### src/rtl/exc_seq_pkg.sv
package exc_seq_pkg;

  localparam int CODE_W = 12;

  // status word bit positions that the handler entry manipulates
  localparam int BLK_BIT   = 28;
  localparam int RBANK_BIT = 29;
  localparam int PRIV_BIT  = 30;
  localparam int MASK_LSB  = 4;

  // event codes with special treatment
  localparam logic [CODE_W-1:0] CODE_RESET  = 12'h000;
  localparam logic [CODE_W-1:0] CODE_UNMASK = 12'h1E0;
  localparam logic [CODE_W-1:0] CODE_TRAP   = 12'h160;

  localparam int N_TLB_CODES = 2;
  localparam logic [CODE_W-1:0] TLB_CODES [N_TLB_CODES] = '{12'h040, 12'h060};

  // handler addresses
  localparam logic [31:0] RESET_PC = 32'hA000_0000;
  localparam logic [31:0] OFS_GEN  = 32'h0000_0100;
  localparam logic [31:0] OFS_TLB  = 32'h0000_0400;
  localparam logic [31:0] OFS_IRQ  = 32'h0000_0600;

  // instruction parcel size used for return-address fixups
  localparam logic [31:0] PARCEL = 32'd2;

  typedef enum logic [1:0] {
    EV_NONE  = 2'd0,
    EV_EXC   = 2'd1,
    EV_RESET = 2'd2,
    EV_IRQ   = 2'd3
  } ev_kind_e;

endpackage

### src/rtl/exc_seq_arbiter.sv
module exc_seq_arbiter
  import exc_seq_pkg::*;
#(
  parameter int LVL_W = 4
) (
  input  logic              clk,
  input  logic              rst_n,
  input  logic              take_i,
  input  logic              exc_valid_i,
  input  logic [CODE_W-1:0] exc_code_i,
  input  logic              irq_valid_i,
  input  logic [LVL_W-1:0]  irq_level_i,
  input  logic              sr_blk_i,
  input  logic [LVL_W-1:0]  sr_imask_i,
  output ev_kind_e          kind_o,
  output logic [CODE_W-1:0] code_o
);

  logic exc_forced_reset;
  logic irq_passes;

  always_comb begin
    exc_forced_reset = sr_blk_i && (exc_code_i != CODE_UNMASK);
    irq_passes       = irq_valid_i && !sr_blk_i && (irq_level_i > sr_imask_i);
  end

  always_comb begin
    kind_o = EV_NONE;
    code_o = exc_code_i;
    if (take_i) begin
      if (exc_valid_i) begin
        if (exc_forced_reset || (exc_code_i == CODE_RESET)) begin
          kind_o = EV_RESET;
          code_o = CODE_RESET;
        end else begin
          kind_o = EV_EXC;
        end
      end else if (irq_passes) begin
        kind_o = EV_IRQ;
      end
    end
  end


  blk_irq_drop_chk: assert property (@(posedge clk) disable iff (!rst_n)
    (take_i && !exc_valid_i && sr_blk_i) |-> (kind_o == EV_NONE));


  no_take_idle_chk: assert property (@(posedge clk) disable iff (!rst_n)
    !take_i |-> (kind_o == EV_NONE));

endmodule

### src/rtl/exc_seq_vector.sv
module exc_seq_vector
  import exc_seq_pkg::*;
#(
  parameter int XLEN = 32
) (
  input  ev_kind_e          kind_i,
  input  logic [CODE_W-1:0] code_i,
  input  logic [XLEN-1:0]   vbr_i,
  input  logic [XLEN-1:0]   pc_i,
  input  logic              dslot_i,
  output logic [XLEN-1:0]   new_pc_o,
  output logic [XLEN-1:0]   ret_pc_o
);

  logic [N_TLB_CODES-1:0] tlb_hit;
  logic                   is_tlb;
  logic                   is_trap;
  logic [XLEN-1:0]        ret_base;

  for (genvar g = 0; g < N_TLB_CODES; g++) begin : g_tlb
    assign tlb_hit[g] = (code_i == TLB_CODES[g]);
  end

  always_comb begin
    is_tlb   = |tlb_hit;
    is_trap  = (kind_i == EV_EXC) && (code_i == CODE_TRAP);
    ret_base = dslot_i ? (pc_i - XLEN'(PARCEL)) : pc_i;
    ret_pc_o = is_trap ? (ret_base + XLEN'(PARCEL)) : ret_base;
  end

  always_comb begin
    unique case (kind_i)
      EV_RESET: new_pc_o = XLEN'(RESET_PC);
      EV_IRQ:   new_pc_o = vbr_i + XLEN'(OFS_IRQ);
      EV_EXC:   new_pc_o = vbr_i + (is_tlb ? XLEN'(OFS_TLB) : XLEN'(OFS_GEN));
      default:  new_pc_o = pc_i;
    endcase
  end

endmodule

### src/rtl/exc_seq_regs.sv
module exc_seq_regs
  import exc_seq_pkg::*;
#(
  parameter int XLEN  = 32,
  parameter int LVL_W = 4
) (
  input  logic              clk,
  input  logic              rst_n,
  input  ev_kind_e          kind_i,
  input  logic [CODE_W-1:0] code_i,
  input  logic [CODE_W-1:0] irq_code_i,
  input  logic [XLEN-1:0]   sr_i,
  input  logic [XLEN-1:0]   gr15_i,
  input  logic [XLEN-1:0]   new_pc_i,
  input  logic [XLEN-1:0]   ret_pc_i,
  output logic              entry_o,
  output logic [XLEN-1:0]   sr_o,
  output logic [XLEN-1:0]   pc_o,
  output logic [XLEN-1:0]   ssr_o,
  output logic [XLEN-1:0]   spc_o,
  output logic [XLEN-1:0]   sgr_o,
  output logic [CODE_W-1:0] expevt_o,
  output logic [CODE_W-1:0] intevt_o
);

  logic            upd_ctx;
  logic            upd_exp;
  logic            upd_int;
  logic [XLEN-1:0] sr_nx;

  always_comb begin
    upd_ctx = (kind_i != EV_NONE);
    upd_exp = (kind_i == EV_EXC) || (kind_i == EV_RESET);
    upd_int = (kind_i == EV_IRQ);
    sr_nx            = sr_i;
    sr_nx[BLK_BIT]   = 1'b1;
    sr_nx[RBANK_BIT] = 1'b1;
    sr_nx[PRIV_BIT]  = 1'b1;
    if (kind_i == EV_RESET) begin
      sr_nx[MASK_LSB +: LVL_W] = '1;
    end
  end

  always_ff @(posedge clk or negedge rst_n) begin
    if (!rst_n) begin
      entry_o  <= 1'b0;
      sr_o     <= '0;
      pc_o     <= '0;
      ssr_o    <= '0;
      spc_o    <= '0;
      sgr_o    <= '0;
      expevt_o <= '0;
      intevt_o <= '0;
    end else begin
      entry_o <= upd_ctx;
      if (upd_ctx) begin
        ssr_o <= sr_i;
        spc_o <= ret_pc_i;
        sgr_o <= gr15_i;
        sr_o  <= sr_nx;
        pc_o  <= new_pc_i;
      end
      if (upd_exp) begin
        expevt_o <= code_i;
      end
      if (upd_int) begin
        intevt_o <= irq_code_i;
      end
    end
  end


  ctx_bits_chk: assert property (@(posedge clk) disable iff (!rst_n)
    entry_o |-> (sr_o[BLK_BIT] && sr_o[RBANK_BIT] && sr_o[PRIV_BIT]));


  hold_state_chk: assert property (@(posedge clk) disable iff (!rst_n)
    (kind_i == EV_NONE) |=> (!entry_o && $stable(pc_o) && $stable(spc_o)
                             && $stable(sr_o) && $stable(expevt_o) && $stable(intevt_o)));


  reset_vec_chk: assert property (@(posedge clk) disable iff (!rst_n)
    (kind_i == EV_RESET) |=> ((pc_o == XLEN'(RESET_PC)) && (&sr_o[MASK_LSB +: LVL_W])
                              && (expevt_o == CODE_RESET)));

endmodule

### src/rtl/exc_entry_seq.sv
module exc_entry_seq
  import exc_seq_pkg::*;
#(
  parameter int XLEN  = 32,
  parameter int LVL_W = 4
) (
  input  logic              clk,
  input  logic              rst_n,
  input  logic              take_i,
  input  logic              exc_valid_i,
  input  logic [CODE_W-1:0] exc_code_i,
  input  logic              irq_valid_i,
  input  logic [LVL_W-1:0]  irq_level_i,
  input  logic [CODE_W-1:0] irq_code_i,
  input  logic [XLEN-1:0]   sr_i,
  input  logic [XLEN-1:0]   vbr_i,
  input  logic [XLEN-1:0]   pc_i,
  input  logic [XLEN-1:0]   gr15_i,
  input  logic              dslot_i,
  output logic              entry_o,
  output logic [XLEN-1:0]   sr_o,
  output logic [XLEN-1:0]   pc_o,
  output logic [XLEN-1:0]   ssr_o,
  output logic [XLEN-1:0]   spc_o,
  output logic [XLEN-1:0]   sgr_o,
  output logic [CODE_W-1:0] expevt_o,
  output logic [CODE_W-1:0] intevt_o
);

  ev_kind_e          ev_kind;
  logic [CODE_W-1:0] ev_code;
  logic [XLEN-1:0]   new_pc;
  logic [XLEN-1:0]   ret_pc;

  exc_seq_arbiter #(.LVL_W(LVL_W)) arb_i (
    .clk         (clk),
    .rst_n       (rst_n),
    .take_i      (take_i),
    .exc_valid_i (exc_valid_i),
    .exc_code_i  (exc_code_i),
    .irq_valid_i (irq_valid_i),
    .irq_level_i (irq_level_i),
    .sr_blk_i    (sr_i[BLK_BIT]),
    .sr_imask_i  (sr_i[MASK_LSB +: LVL_W]),
    .kind_o      (ev_kind),
    .code_o      (ev_code)
  );

  exc_seq_vector #(.XLEN(XLEN)) vec_i (
    .kind_i   (ev_kind),
    .code_i   (ev_code),
    .vbr_i    (vbr_i),
    .pc_i     (pc_i),
    .dslot_i  (dslot_i),
    .new_pc_o (new_pc),
    .ret_pc_o (ret_pc)
  );

  exc_seq_regs #(.XLEN(XLEN), .LVL_W(LVL_W)) regs_i (
    .clk        (clk),
    .rst_n      (rst_n),
    .kind_i     (ev_kind),
    .code_i     (ev_code),
    .irq_code_i (irq_code_i),
    .sr_i       (sr_i),
    .gr15_i     (gr15_i),
    .new_pc_i   (new_pc),
    .ret_pc_i   (ret_pc),
    .entry_o    (entry_o),
    .sr_o       (sr_o),
    .pc_o       (pc_o),
    .ssr_o      (ssr_o),
    .spc_o      (spc_o),
    .sgr_o      (sgr_o),
    .expevt_o   (expevt_o),
    .intevt_o   (intevt_o)
  );


  exc_first_chk: assert property (@(posedge clk) disable iff (!rst_n)
    (take_i && exc_valid_i) |=> (entry_o && $stable(intevt_o)));


  irq_masked_chk: assert property (@(posedge clk) disable iff (!rst_n)
    (take_i && !exc_valid_i && (irq_level_i <= sr_i[MASK_LSB +: LVL_W])) |=> !entry_o);


  save_ctx_chk: assert property (@(posedge clk) disable iff (!rst_n)
    (take_i && exc_valid_i) |=> ((ssr_o == $past(sr_i)) && (sgr_o == $past(gr15_i))));


  dslot_ret_chk: assert property (@(posedge clk) disable iff (!rst_n)
    (take_i && exc_valid_i && dslot_i && (exc_code_i != CODE_TRAP))
      |=> (spc_o == $past(pc_i) - XLEN'(PARCEL)));


  unmask_code_chk: assert property (@(posedge clk) disable iff (!rst_n)
    (take_i && exc_valid_i && (exc_code_i == CODE_UNMASK)) |=> (expevt_o == CODE_UNMASK));

endmodule

### config.mk
export PLATFORM = sky130hd
export DESIGN_NAME = exc_entry_seq
export DESIGN_NICKNAME = d
export VERILOG_FILES = /design/src/rtl/exc_seq_pkg.sv /design/src/rtl/exc_seq_arbiter.sv /design/src/rtl/exc_seq_vector.sv /design/src/rtl/exc_seq_regs.sv /design/src/rtl/exc_entry_seq.sv
export SDC_FILE = /design/constraint.sdc
export NUM_CORES = 1
export LEC_CHECK = 0
export ABC_CLOCK_PERIOD_IN_PS = 1000
export BUFFER_PORTS_ARGS = -buffer_cell sky130_fd_sc_hd__buf_2
export CAP_MARGIN = 10
export CORE_ASPECT_RATIO = 1.2
export CORE_MARGIN = 4
export CORE_UTILIZATION = 50
export CTS_BUF_LIST = sky130_fd_sc_hd__clkbuf_4
export CTS_CLUSTER_SIZE = 20
export DETAILED_ROUTE_END_ITERATION = 12
export MAX_ROUTING_LAYER = met4
export PLACE_DENSITY = 0.86
export RECOVER_POWER = 50
export SLEW_MARGIN = 10
export SYNTH_ARGS = -nofsm -noshare
export SYNTH_HDL_FRONTEND = slang
export SYNTH_HIERARCHICAL = 1
export SYNTH_SLANG_ARGS = --single-unit
### constraint.sdc
create_clock -name clk -period 1 [get_ports clk]
set_clock_uncertainty 0.1 [all_clocks]
set_input_delay 0.2 -clock clk [delete_from_list [all_inputs] [get_ports clk]]
set_output_delay 0.2 -clock clk [all_outputs]
set_load 0.05 [all_outputs]
**Word level (Yosys, flattened, before mapping)**

Index checks and enable logic that the tools add are counted.

- Flip-flop bits (word level): 185
- Latch bits: 0
- Bits in writable memories: 0
- ROM bits: 0
- Input port bits: 162
- Logic and storage cells: 42
- Memories kept: 0

- $add $sub $neg: 4
- $mul: 0
- Divide/modulo/power cells: 0
- Order comparisons: 1
- Eq/ne operators: 7
- Shift-type cells: 0
- Mux-type cells: 12
- Bitwise operators: 0
- Reductions and logical operators: 10

Operator list:

| operator | count |
|---|---|
| $pmux W32 S3 | 1 |
| $mux W32 | 2 |
| $mux W12 | 3 |
| $add A32 B11 Y32 const B | 1 |
| $add A32 B2 Y32 const B | 1 |
| $add A32 B32 Y32 | 1 |
| $sub A32 B2 Y32 const B | 1 |
| $eq A12 B7 Y1 const B | 2 |
| $eq A12 B9 Y1 const B | 1 |
| $logic_not A12 Y1 | 1 |
| $ne A12 B9 Y1 const B | 1 |
| $mux W11 | 1 |
| $mux W2 | 4 |
| $eq A2 B2 Y1 const B | 2 |
| $gt A4 B4 Y1 | 1 |
| $logic_and A1 B1 Y1 | 4 |
| $mux W4 | 1 |
| $eq A2 B1 Y1 const B | 1 |
| $logic_or A1 B1 Y1 | 2 |
| $reduce_bool A2 Y1 | 1 |
| $reduce_or A2 Y1 | 1 |
| $logic_not A1 Y1 | 1 |

**Logic depth before layout (Yosys ltp)**

Gate-level depths: netlist of the first run.

- Depth in word-level cells: 11
- Mapped depth: 20
- Depth with buffers taken out: 19

**Hierarchy**

Netlist of the first run, hierarchy kept.

Modules (own cells, without submodules):

| module | times used | cells each | area each (sq um) | seq. area each (sq um) |
|---|---|---|---|---|
| exc_seq_regs | 1 | 373 | 6139.6 | 3953.8 |
| exc_seq_vector | 1 | 398 | 2676.3 | 0.0 |
| exc_seq_arbiter | 1 | 38 | 297.8 | 0.0 |

**Least setup slack after synthesis of the first run**

No wires, ideal clock.

- Kind: input port to flip-flop
- Start point: input exc_code_i[11]
- End point: register regs_i.pc_o[26]
- Setup time: 125 ps
- Data arrival time: 3887 ps
- Slack: -3111 ps
- Stages on the path: 20
- Buffers on the path: 1
- Cell sequence: or4_1 > or3_4 > a21oi_2 > buf_6 > nor2b_2 > nor4_1 > nand4_1 > nor2_1 > inv_1 > ha_1 > ha_1 > a21o_1 > nand2_1 > nor2_1 > mux2_2 > nand3_1 > nor2_1 > xor2_1 > a22o_1 > mux2_2

- Word-level cells in the longest chain between the ends: 11
- Elaborated cells between the ends (all ways): 20
- Those cells by class: add/sub: 1; eq/ne: 6; mux: 8; reduce/logical: 5

Ends and longest elaborated chain:

| element | RTL line | RTL |
|---|---|---|
| start, declared | exc_entry_seq.sv:11 | `input logic [CODE_W-1:0] exc_code_i,` |
| $ne A12 B9 Y1 | exc_seq_arbiter.sv:23 | `exc_forced_reset = sr_blk_i && (exc_code_i != CODE_UNMASK);` |
| $logic_and A1 B1 Y1 | exc_seq_arbiter.sv:23 |  |
| $logic_or A1 B1 Y1 (*) | exc_seq_arbiter.sv:32 | `if (exc_forced_reset \|\| (exc_code_i == CODE_RESET)) begin` |
| $mux W12 (*) | exc_seq_arbiter.sv:32 |  |
| $mux W12 (*) | exc_seq_arbiter.sv:31 | `if (exc_valid_i) begin` |
| $mux W12 (*) | exc_seq_arbiter.sv:30 | `if (take_i) begin` |
| via ev_code[3] | exc_entry_seq.sv:31 | `logic [CODE_W-1:0] ev_code;` |
| $eq A12 B7 Y1 | exc_seq_vector.sv:21 | `assign tlb_hit[g] = (code_i == TLB_CODES[g]);` |
| $reduce_or A2 Y1 (*) | exc_seq_vector.sv:25 | `is_tlb = \|tlb_hit;` |
| $mux W11 (*) | exc_seq_vector.sv:35 | `EV_EXC: new_pc_o = vbr_i + (is_tlb ? XLEN'(OFS_TLB) : XLEN'(OFS_GEN));` |
| $add A32 B32 Y32 (*) | exc_seq_vector.sv:35 |  |
| $pmux W32 S3 (*) | exc_seq_vector.sv:32 | `unique case (kind_i)` |
| via new_pc[26] | exc_entry_seq.sv:32 | `logic [XLEN-1:0] new_pc;` |
| end signal, assigned | exc_seq_regs.sv:61 | `pc_o <= new_pc_i;` |
| end, declared | exc_seq_regs.sv:18 | `output logic [XLEN-1:0] pc_o,` |

The timed path passes the listed nets; every way through them passes the cells marked *.
A chain may end at the register's enable or synchronous reset.

**Worst setup path in the final report of the first run**

- Start point: input exc_code_i[1]
- End point: register regs_i.pc_o[19]

Same word-level chain as after synthesis.

==> summary.md, run 1 <==
The final number of hold-violating endpoints is 3, and the clock share of power is 14.6%. In this run the clock root is driven by a clkbuf_4. The tree built by TritonCTS fans out to 158 sinks. Timing-limited maximum frequency: 0.252 GHz. Summed over all nets, the switching power comes to 12.7 mW. The biggest fanout along the worst timing path was 6; the number of storage elements in the synthesis netlist was 158. Yosys mapped a number of flops with a built-in enable equal to 0.

The run gives 20,500 um2 as the die area. The first global-routing pass estimated 57,500 um of wire. The worst pin sits at a relative slew slack of 47.0%.

In the routed design, unresolved DRC markers number 0. After synthesis, the most frequently instantiated cells are dfrtp_1 (158), mux2_2 (154), nand2_1 (48). The post-synthesis average cell area came out at 11.3 um2.

The detail-routed via count per cell came out at 6.05. The min-delay analysis places its worst path in the category in -> reg. In this run the static leakage power is 7.40 nW.

STA puts the critical path data arrival time at 4360 ps. Global routing used 37.0% of the available tracks across all layers. In this run, the combinational gates consume 52.1% of the power. The floorplan has 53 rows. Setup violations remaining at the end of the flow were counted as 361. The worst-case IR drop observed on VDD is 1.60 mV. The minimum setup slack in the final design is -2970 ps, and the width of the die is 131 um. For this run, the register share of the synthesized area comes to 43.4%. Critical path required time: 1390 ps.

The final reports fail on hold timing, setup timing. CTS built an H-tree with a depth of 4. The I/O pin count is 347. The tools report the launching element type of the critical path as a primary input.

Entering global routing, the biggest net connects 47 pins. The number of maximum-capacitance constraint violations is 0, and the period utilization is 397%. In this run the biggest area consumer among cell types represents 43.4% of the synthesized area.

The power density over the cells was 1710 nW/um2; the proportion of layout cells with a drive suffix above 1 was 61.4%. The most frequently used cell type in the post-synthesis netlist is dfrtp_1. In this run the tool buffered the top-level ports with 346 buffer cells.

The run gives 86.5% as the core occupancy in the finished layout. The run gives 17 as the total clock buffers created by CTS. Counting distinct cell types in the post-synthesis netlist gives 73.

Counting every instance in the synthesized netlist gives 809. The internal portion of the total power is 13.5 mW. At the later pin of the worst-skew pair, clock insertion delay measures 620 ps. The predominant post-synthesis flop cell is dfrtp_1. The clock-pin slew reported for the worst setup and hold paths after clock tree synthesis came out at 200 ps. The count of yosys warnings during synthesis is 6, and the wire length reported by the detailed router is 42,600 um. For this run, the detailed router's first-pass iteration total came to 8.

The initial utilization of the core area, before any placement, comes to 51.5%. The tools report the total global routing overflow as 0. The run finished, with violations left. Die span in y: 156 um.

TritonCTS built the clock tree. The worst setup path is captured at a flip-flop. The tightest hold margin is -22.4 ps, and the wire length per cell is 25.0 um. The tools report the buffer levels on the longest clock path as 2. Of all cell types, the one taking the most synthesized area is dfrtp_1.

Hold repair after CTS inserted 91 buffers. After synthesis, the share of flip-flops with an asynchronous set or reset is 100%. The number of nets handed over by synthesis was 984. Summing every instance area after synthesis gives 9110 um2. The final-stage net count is 1,637, and the core footprint is 17,700 um2.

At the end of routability-driven placement, the weighted congestion stood at 0.989. The tools report the relative contribution of sequential cells to total power as 33.3%. Yosys attributes the largest share of cell area to dfrtp_1 (43%), mux2_2 (19%), xnor2_1 (4.3%). Total power consumption of the routed design: 26.2 mW.

The via count of the first global-routing pass is 10,500. The routed design could run at a clock period as short as 3970 ps. The placed wire-length estimate was 23,400 um.

The worst-margin pin slew was 787 ps. Initial antenna violation count: 7. The routed layout has 10,300 vias. Relative to the synthesized area, the layout overhead comes to 68.1%.

Setup repair after global routing could not meet its margin everywhere. Once detail routing completed, the nets flagged for antenna violations numbered 0. Of the total power, the share spent switching nets is 48.6%. The worst setup path is of the in -> reg kind. The DRC violation total after the first TritonRoute iteration is 823, and the number of pins with negative max-slew slack in the final report is 0.
-- worst max-delay path, cell delays in order --
cell and delay, ps:
buf_2 120, or4_4 530, or3_4 430, a21oi_4 260, buf_6 160, nor2b_4 60
nor4_4 300, nand4_1 200, nor2_2 270, buf_4 180, ha_4 160, a311oi_2 110
a21oi_2 160, and2_4 170, nor2b_4 200, buf_6 150, nand4_1 110, xnor2_1 150
a22o_1 170, mux2_2 260
-- through the flow --
stage / cell area, um2 / setup slack, ps / instances / TNS (ps)
floorplan: 9280 / -2850 / 809 / -303880
global placement: 12400 / -3380 / 1499 / -397850
detailed placement: 12400 / -3500 / 1499 / -406710
CTS: 14800 / -2570 / 1674 / -386970
global route: 15300 / -3040 / 1701 / -451620
finish: 15300 / -2970 / 1701 / -429340
-- cell families (layout without fill, tap and decap cells) --
kind of cell | count (synthesis) | in the layout | share of synthesized area (%)
simple gates | 224 | 224 | 14.1
mux | 159 | 159 | 19.6
flops | 158 | 158 | 43.4
compound gates | 95 | 95 | 7.76
buf+inv | 85 | 750 | 6.18
xor+xnor | 75 | 75 | 7.21
fa+ha+maj | 13 | 13 | 1.78
other cells | 0 | 7 | 0
-- layer usage --
| layer | vias to the layer above | routed length (um) | track usage, % |
|---|---|---|---|
| li1 | 4204 | - | - |
| met1 | 4948 | 13800 | 37.5 |
| met2 | 807 | 21100 | 65.4 |
| met3 | 335 | 3640 | 8.29 |
| met4 | 0 | 4080 | 22.6 |
| met5 | - | 0 | - |
-- layout by cell type, fill, tap and decap left out, types with 9 or more instances in the layout --
| cell type | n |
|---|---|
| a21oi_1 | 9 |
| a22o_1 | 24 |
| buf_12 | 17 |
| buf_2 | 334 |
| buf_4 | 203 |
| buf_6 | 38 |
| clkbuf_4 | 19 |
| dfrtp_1 | 150 |
| dlygate4sd3_1 | 91 |
| inv_1 | 10 |
| mux2_2 | 80 |
| mux2_4 | 74 |
| nand2_1 | 42 |
| nand3_1 | 13 |
| nand4_1 | 12 |
| nor2_1 | 28 |
| nor3_1 | 12 |
| o21ai_0 | 15 |
| xnor2_1 | 42 |
| xor2_1 | 30 |
-- registers in the layout, indices dropped and copies added (netlist names) --
name             cells
regs_i/intevt_o     12
regs_i/sgr_o        32
regs_i/expevt_o     12
regs_i/pc_o         32
regs_i/spc_o        32
regs_i/ssr_o         7
regs_i/sr_o         30
regs_i/entry_o       1
-- power by group through the flow --
stage	combinational (mW)	clock [mW]	sequential, mW
5_1_grt	14.0	4.09	8.85
4_1_cts	12.7	3.78	8.52
3_5_place_dp	11.5	0	8.63
2_1_floorplan	3.51	0	13.4
3_3_place_gp	11.4	0	8.53
6_report	13.7	3.83	8.72
-- final cells by class --
cell class / instances / area (um2)
Tap cell: 220 / 275
Sequential cell: 158 / 3960
Fill cell: 820 / 2390
Inverter: 14 / 55.1
Multi-Input combinational cell: 566 / 5410
Antenna cell: 7 / 17.5
Clock inverter: 14 / 123
Timing Repair Buffer: 705 / 5350
Clock buffer: 17 / 128
-- final timing paths --
| kind | cells past startpoint | to | start | slack [ps] |
|---|---|---|---|---|
| setup / recovery | 20 | regs_i/pc_o[19] | exc_code_i[1] | -2970 |
| hold / removal | 3 | regs_i/expevt_o[10] | exc_code_i[10] | -20 |
| setup reg to reg | 1 | regs_i/sr_o[23] | regs_i/sr_o[23] | 30 |
| hold reg to reg | 1 | regs_i/spc_o[26] | regs_i/spc_o[26] | 420 |
| max in group asynchronous | 4 | regs_i/ssr_o[5] | rst_n | -50 |
| min in group asynchronous | 3 | regs_i/intevt_o[1] | rst_n | 140 |
-- timing repair --
item	CTS	global route
resized for setup	135	100
pin swaps	31	29
setup endpoints to repair	343	343
cloned	10	7
setup buffers	45	20
hold endpoints to repair	257	23
(Power assumes the default switching activity.)
==> run 2, diff against run 1 <==
==> constraint.sdc (replaced) <==
create_clock -name clk -period 1 [get_ports clk]
set_clock_uncertainty 0.1 [all_clocks]
set_input_delay 0.15 -clock clk [delete_from_list [all_inputs] [get_ports clk]]
set_output_delay 0.15 -clock clk [all_outputs]
set_load 0.05 [all_outputs]
==> summary.md, run 2 (synthesis results as in run 1) <==
Clock-pin slew reported for the worst setup and hold paths after clock tree synthesis: 160 ps (-40 ps). The count of endpoints failing setup in the final report came out at 418 (+16%). The worst register-to-register path begins at regs_i/pc_o[14]. The number of levels the H-tree was split into is 4 (unchanged), and the core footprint is 17,700 um2 (unchanged).

The critical path required time was 1370 ps (-20 ps). The path category of the worst min-delay check was in -> reg. The kind of critical path was in -> reg. The fill cell instance count of the final layout is 973 (+19%).

Total of buffers placed on input and output ports: 346 (unchanged). The buffer levels on the longest clock path is 2 (unchanged), and the final-stage net count is 1,621 (-0.98%). The minimum setup slack in the final design is -2640 ps (+329 ps).

The run gives 1.23 mV (-23%) as the peak ir drop on the vdd network. The final critical-path required period was 3640 ps (-329 ps). I/O pin count: 347 (unchanged). The first-pass iteration count of the detailed router is 5 (-3), and the die area is 20,500 um2 (unchanged). The detail-routed via count per cell came out at 5.59 (-7.6%). Power density over the cells: 1730 nW/um2 (+0.92%). The run gives 4010 ps (-350 ps) as the arrival time at the worst endpoint. The checks that failed: hold timing, setup timing. The final RePlAce weighted congestion was 0.959 (-3.1%). The width of the die works out to 131 um (unchanged). The slack of the worst reg-to-reg path came out at -10 ps (-40 ps). The worst hold path begins at exc_code_i[6].

For the later-pin clock latency in the skew report, the log shows 560 ps (-60 ps). The count of cells along the worst register-to-register path is 1 (unchanged). The tools report the launching element type of the critical path as a primary input. Number of pins with negative max-slew slack in the final report: 0 (unchanged).

The placed wire-length estimate is 23,200 um (-0.76%), and the DRC violation total after the first TritonRoute iteration is 697 (-15%). Wire length per cell: 21.5 um (-14%). The path with the worst hold slack has its endpoint at regs_i/expevt_o[6]. The run gives 3970 um2 (+0.13%) as the storage element area. The area growth from synthesis to layout was 61.6%; the timing-limited maximum frequency was 0.275 GHz (+9.0%). The critical register-to-register path endpoint is regs_i/pc_o[14].

The global-route wire length before repair is 53,900 um (-6.3%). For the TritonCTS sink count, the log shows 158 (unchanged). The run finished, with violations left. The die span in y came out at 156 um (unchanged). The largest registers in the layout are regs_i/pc_o: 32 flops, regs_i/sgr_o: 32 flops, regs_i/spc_o: 32 flops. Setup repair after global routing could not meet its margin everywhere.

The worst-margin pin slew was 637 ps (-150 ps). The worst hold path depth came out at 3 (unchanged). The headroom to the max-slew limit was 57.5% (+11 points). The static leakage power came out at 6.97 nW (-5.8%). Total clock buffers created by CTS: 17 (unchanged). Period utilization: 364% (-33 points).

The run gives 9,893 (-5.5%) as the via count of the first global-routing pass. Total global routing overflow: 0 (unchanged). TritonCTS built the clock tree. The global router's overall resource usage came out at 34.4% (-2.6 points).

The total number of vias was 9,421 (-8.5%). For the remaining antenna violation count, the log shows 0 (unchanged). The proportion of layout cells with a drive suffix above 1 works out to 59.6% (-1.8 points). The cell that appears most often on the critical path is buf_6. Largest net degree at the start of global routing: 55 (+17%). The worst setup path is captured at a flip-flop.

For the site row count, the log shows 53 (unchanged). Maximum single-stage delay on the critical path: 520 ps (about the same). Setup total negative slack: -364,590 ps (+64,760 ps). The tools report the starting density of the core as 51.5% (unchanged).

The tools report the number of remaining DRC errors as 0 (unchanged). Among all stages on the critical path, the largest delay is contributed by or4_1. The biggest fanout along the worst timing path was 7 (+1). The wire length reported by the detailed router came out at 36,200 um (-15%). The most common cell after layout, fill and taps aside is buf_2.

The number of maximum-capacitance constraint violations was 0 (unchanged). The tree is rooted in a clkbuf_4. The tools report the final number of hold-violating endpoints as 7 (+4).

Combined area of the multi-input logic cells: 5100 um2 (-5.7%). The critical path goes through buf_6, or4_1, or3_4, a21oi_4, nor2b_2, nor4_4, nand4_1, nor2_4, buf_6, ha_4, a311oi_2, a21oi_2, and2_4, nor2b_4, buf_6, nand4_1, xnor2_1, a22o_1, mux2_2. The tightest hold margin is -130 ps (-108 ps). The initial antenna violation count is 6 (-1), and the core occupancy in the finished layout is 83.2% (-3.3 points). The library cells used most frequently in the layout, excluding fill and tap cells, are buf_2 (325), buf_4 (203), dfrtp_1 (146).
-- run 2: per-layer routing --
metal  vias up  share of wire, %  global-route usage (%)
li1       4163                 -                       -
met1      4640                36                    36.5
met2       481                53                    62.4
met3       137               6.6                    7.26
met4         0               4.9                    14.7
met5         -                 0                       -
-- run 2: report_power, final --
group	leakage, nW	internal (mW)	total (mW)	switching, mW
combinational	4.96	4.19	12.8	8.58
clock	0.152	1.36	4.04	2.68
sequential	1.86	7.75	8.63	0.880
total	6.97	13.3	25.4	12.1
-- run 2: through the flow --
step	instance area (um2)	power, mW	hold slack (ps)	setup WS (ps)	cells
floorplan	9260	16.9	-246	-2800	809
detailed placement	12400	20.1	-91.6	-3300	1511
global route	14700	26.4	-162	-2740	1685
global placement	12400	19.9	-90.0	-3260	1511
finish	14700	25.4	-130	-2640	1685
CTS	14300	24.9	-193	-2530	1659
-- run 2: how the worst max path moves through the flow --
stage | slack, ps | startpoint | to | cells after the start
floorplan | -2800 | exc_code_i[0] | regs_i/pc_o[26] | 20
global placement | -3260 | exc_code_i[5] | regs_i/spc_o[31] | 17
detailed placement | -3300 | exc_code_i[11] | regs_i/spc_o[31] | 17
CTS | -2530 | exc_code_i[5] | regs_i/pc_o[27] | 20
global route | -2740 | exc_code_i[5] | regs_i/pc_o[26] | 20
finish | -2640 | exc_code_i[5] | regs_i/pc_o[19] | 19
-- run 2: layout make-up --
| class | count | share of cell area (%) |
|---|---|---|
| Antenna cell | 6 | 0.102 |
| Multi-Input combinational cell | 566 | 34.6 |
| Clock inverter | 14 | 1.00 |
| Inverter | 14 | 0.374 |
| Tap cell | 220 | 1.87 |
| Timing Repair Buffer | 689 | 34.2 |
| Clock buffer | 18 | 0.917 |
| Sequential cell | 158 | 26.9 |
-- run 2: repair_timing --
| item | CTS | global route |
|---|---|---|
| cloned | 6 | 2 |
| hold buffers | 101 | 1 |
| pin swaps | 22 | 11 |
| setup endpoints to repair | 343 | 351 |
| buffers inserted | 10 | 17 |
| endpoints found under the hold margin | 276 | 17 |
| resized for setup | 98 | 62 |
-- run 2: worst max-delay path: cells and delay by family --
| family | cells | cell delay, ps |
|---|---|---|
| AOI/OAI and AO/OA | 4 | 740 |
| xor gates and xnor gates | 1 | 150 |
| buffers and inverters | 3 | 350 |
| muxes | 1 | 260 |
| adders and majority gates | 1 | 150 |
| and+or+nand+nor | 9 | 2210 |
